--- config.mk ---
export PLATFORM = sky130hd
export DESIGN_NAME = eeprom_read_seq
export DESIGN_NICKNAME = d
export VERILOG_FILES = /design/src/rtl/eeprom_read_seq.sv
export SDC_FILE = /design/constraint.sdc
export NUM_CORES = 1
export LEC_CHECK = 0
export ABC_CLOCK_PERIOD_IN_PS = 3990
export BUFFER_PORTS_ARGS = -buffer_cell sky130_fd_sc_hd__buf_2
export CAP_MARGIN = 40
export CORE_ASPECT_RATIO = 0.75
export CORE_UTILIZATION = 50
export CTS_CLUSTER_SIZE = 24
export DETAILED_ROUTE_END_ITERATION = 10
export GPL_TIMING_DRIVEN = 0
export PLACE_DENSITY = 0.68
export SYNTH_ARGS = -nofsm -noshare
export SYNTH_HDL_FRONTEND = slang
export SYNTH_SLANG_ARGS = --single-unit
--- constraint.sdc ---
create_clock -name clk -period 3.99 [get_ports clk]
set_input_delay 0.399 -clock clk [delete_from_list [all_inputs] [get_ports clk]]
set_output_delay 0.399 -clock clk [all_outputs]
set_load 0.01 [all_outputs]
--- src/rtl/eeprom_read_seq.sv ---
module eeprom_read_seq #(
  parameter int DIV   = 4,
  parameter int CNT_W = 16
) (
  input  logic             clk,
  input  logic             rst_n,
  input  logic             req_valid,
  output logic             req_ready,
  input  logic [15:0]      req_offset,
  input  logic [CNT_W-1:0] req_count,
  output logic             sel_arm,
  output logic             sel_inh,
  output logic             ser_clk,
  output logic             ser_dout,
  input  logic             ser_din,
  output logic             rd_valid,
  output logic [7:0]       rd_data,
  input  logic             rd_ready,
  output logic             run_done
);
  localparam int PW = (DIV > 1) ? $clog2(DIV) : 1;
  localparam logic [PW-1:0] PLAST = PW'(DIV - 1);
  localparam logic [7:0] OP_READ = 8'h03;

  typedef enum logic [3:0] {
    S_IDLE, S_EN_ARM, S_EN_INH, S_TX_SET, S_TX_HI, S_TX_LO,
    S_GATE, S_RX_HI, S_RX_LO, S_DIS
  } st_t;

  st_t             st;
  logic [PW-1:0]   pc;
  logic [23:0]     tx_sh;
  logic [4:0]      tx_n;
  logic [2:0]      rx_n;
  logic [7:0]      rx_sh;
  logic [CNT_W-1:0] rem;
  logic            pe;

  assign pe        = (pc == PLAST);
  assign req_ready = (st == S_IDLE);
  assign sel_arm   = (st != S_IDLE);
  assign sel_inh   = (st == S_IDLE) || (st == S_EN_ARM) || (st == S_DIS);
  assign ser_clk   = (st == S_TX_HI) || (st == S_RX_HI);
  assign ser_dout  = ((st == S_TX_SET) || (st == S_TX_HI) || (st == S_TX_LO)) && tx_sh[23];

  always_ff @(posedge clk) begin
    if (!rst_n) begin
      st       <= S_IDLE;
      pc       <= '0;
      tx_sh    <= '0;
      tx_n     <= '0;
      rx_n     <= '0;
      rx_sh    <= '0;
      rem      <= '0;
      rd_valid <= 1'b0;
      rd_data  <= '0;
      run_done <= 1'b0;
    end else begin
      run_done <= 1'b0;
      if (st == S_IDLE || st == S_GATE || pe) pc <= '0;
      else pc <= pc + 1'b1;
      if (rd_ready) rd_valid <= 1'b0;
      case (st)
        S_IDLE: if (req_valid) begin
          st    <= S_EN_ARM;
          tx_sh <= {OP_READ, req_offset};
          rem   <= req_count;
        end
        S_EN_ARM: if (pe) st <= S_EN_INH;
        S_EN_INH: if (pe) begin
          st   <= S_TX_SET;
          tx_n <= '0;
        end
        S_TX_SET: if (pe) st <= S_TX_HI;
        S_TX_HI:  if (pe) st <= S_TX_LO;
        S_TX_LO: if (pe) begin
          tx_sh <= {tx_sh[22:0], 1'b0};
          if (tx_n == 5'd23) st <= (rem == '0) ? S_DIS : S_GATE;
          else begin
            tx_n <= tx_n + 1'b1;
            st   <= S_TX_SET;
          end
        end
        S_GATE: if (!rd_valid || rd_ready) begin
          st   <= S_RX_HI;
          rx_n <= '0;
        end
        S_RX_HI: if (pe) begin
          rx_sh <= {rx_sh[6:0], ser_din};
          st    <= S_RX_LO;
        end
        S_RX_LO: if (pe) begin
          if (rx_n == 3'd7) begin
            rd_data  <= rx_sh;
            rd_valid <= 1'b1;
            rem      <= rem - 1'b1;
            st       <= (rem == CNT_W'(1)) ? S_DIS : S_GATE;
          end else begin
            rx_n <= rx_n + 1'b1;
            st   <= S_RX_HI;
          end
        end
        S_DIS: if (pe) begin
          st       <= S_IDLE;
          run_done <= 1'b1;
        end
        default: st <= S_IDLE;
      endcase
    end
  end
endmodule

==> reports/qor.yml <==
status: "finished clean"
initial_core_util_pct: 52.80
die_y_um: 76.26
arrival_ns: 1.79
grt_max_degree: 14
p_leak_nw: 1.736
ys_async_sr_fraction_pct: 0
timing.hold.ws_ns: 0.2746
slowest_stage: "buf_1"
syn_inst: 444
clk_path_buf_depth: 2
synth_xor_area_share_pct: 1.191
synth_fa_ha_area_share_pct: 2.383
cts_resized: 0
yosysWarnings: 0
max_stage_delay_ns: 0.44
globalplace.congestion: 0.9496
syn2layout_area_growth_pct: 16.03
drt-total-wl_mm: 8.851
netlist_top_cells_area: "dfxtp_1, nor2_1, nand2_1"
die_width_um: 101.0
std_cell_rows: 26
ys_ff_latch: 72
synth.largest_area_cell: "dfxtp_1"
crit_family: "buffers and inverters"
startpoint: "st[2]"
grt_setup_unrepaired: "false"
peakVddDrop_v: 0.0002326
ant_nets: 0
tightest_slew_ns: 0.7538
period_needed_ns: 2.186
io_pins: 52
numPortBuffers: 50
dr.pass1.iters: 5
drc_errors: 0
max_cap_viol_count: 0
maxSlewHeadroom_pct: 49.74
post-route-period-util_pct: 54.78
diodes: 0
synth_compound_area_share_pct: 19.43
drive_gt1_share_pct: 18.66
startpoint_type: "flip-flop"
crit_path_cell_trace: "buf_1 > nor2_1 > nand2_1 > inv_1 > buf_2"
grt_pass1_wl_mm: 14.88
root_buffer: "clkbuf_8"
viasPerCell: 5.661
yosysTopAreaCellShare_pct: 39.21
skew_ns: 0.008557
post_cts_buffers: 0
ys_types: 56
clock_sink_count: 72
clk_latency_ns: 0.36
synth_top_family_by_area: "simple AND/OR/NAND/NOR gates"
dr_total_vias: 3436
placed_cell_area_mm2: 0.004049
synthMuxAreaShare_pct: 5.480
coreArea_mm2: 0.006962
avgSynthCellArea_um2: 8.279
synth_commonest_cells: "dfxtp_1, nor2_1, nand2_1, a21oi_1, nand3_1"
tritoncts: "yes"
gr-usage-all-layers_pct: 24.62
syn_nets: 488
nNetsFinal: 549
wl_per_cell_um: 14.58
finalHoldViolCount: 0
totalNegativeSetupSlack_ns: 0
p_total_mw: 2.349
hold_start: "ser_din"
h-tree-depth: 3
crit_required_ns: 3.59
grt_antenna_before_repair: 0
hpwl_mm: 6.281
synth_area_mm2: 0.003676
postCtsHoldBufs: 0
critPathBufInv: 3
grt_overflow: 0
fmax_mhz: 457.5
drt_iter0_drc: 232
synth_seq_area_share_pct: 39.21
finalMaxSlewViolations: 0
stdcell_area_mm2: 0.004265
yosys.area_share.simple_pct: 26.96
setup_viol: 0
end_kind: "output port"
clkSlewWorstSetupHoldPaths_ns: 0.08
hold_class: "in2reg"
power_density_mw_per_mm2: 550.6
synthFlopType: "dfxtp_1"
rr_startpoint: "rx_n[0]"
worstSetupPathType: "reg2out"
cts_buffers: 9
crit_path_max_fanout: 10
synth_edf_count: 0
grt_pass1_vias: 3064
die_area_mm2: 0.007703
yosysMostFrequentCell: "dfxtp_1"
## sequential cells by signal, indices dropped and copies added, names as in the netlist
name,count
pc,2
rd_data,8
rd_valid,1
rem,16
run_done,1
rx_n,3
rx_sh,8
st,4
tx_n,5
tx_sh,24
## worst register-to-register path: stages, from the launching register on
cell      delay [ns]
dfxtp_1         0.33
ha_1            0.20
ha_1            0.24
nand3_1         0.21
a21o_1          0.29
clkbuf_1        0.41
o21ai_0         0.18
a21oi_1         0.14
## report_power, final
part / switching (mW) / leakage, nW / total, mW / internal (mW)
logic: 0.506 / 1.05 / 0.809 / 0.303
clock network: 0.295 / 0.102 / 0.648 / 0.353
registers: 0.0718 / 0.587 / 0.891 / 0.820
total: 0.873 / 1.74 / 2.35 / 1.48
## stage by stage
step	util, %	setup slack, ns	std cells
after floorplan	-	2.244	444
after global placement	58.16	1.961	592
after detailed placement	58.16	1.941	592
after CTS	61.27	1.826	607
after global routing	61.27	1.656	607
final	61.27	1.804	607
## layer usage
layer	GRT usage, %	share of wire (%)
met5	0	0
met1	36.63	51
met4	5.362	0.77
met2	34.86	42
met3	7.156	6.4
## layout by cell type, fill, tap and decap left out, drive strengths merged, types with 6 or more instances in the layout
| cell | n |
|---|---|
| a21oi | 32 |
| a311oi | 17 |
| buf | 68 |
| clkbuf | 22 |
| dfxtp | 72 |
| ha | 7 |
| inv | 8 |
| mux2i | 19 |
| nand2 | 60 |
| nand3 | 23 |
| nor2 | 66 |
| nor3 | 12 |
| nor4 | 6 |
| o21ai | 18 |
| or3 | 6 |
## layout make-up
| type | instances | area (um^2) |
|---|---|---|
| Inverter | 7 | 26.28 |
| Tap cell | 98 | 122.6 |
| Buffer | 31 | 170.2 |
| Fill cell | 654 | 2696 |
| Clock inverter | 6 | 92.59 |
| Clock buffer | 9 | 123.9 |
| Timing Repair Buffer | 50 | 250.2 |
| Multi-Input combinational cell | 334 | 2038 |
| Sequential cell | 72 | 1441 |
## final timing paths
path	to	slack (ns)	depth (start not counted)
max	req_ready	1.80	5
min	rx_sh[0]	0.27	3
max reg2reg	rem[7]	1.92	7
min reg2reg	pc[0]	0.44	1
## cell families after synthesis
logic type / after synthesis
and+or+nand+nor: 200
AOI/OAI and AO/OA: 102
DFF: 72
buffers and inverters: 38
muxes: 20
adders and majority gates: 7
xor gates and xnor gates: 5
Note: power is estimated with default switching activity, not from simulation.
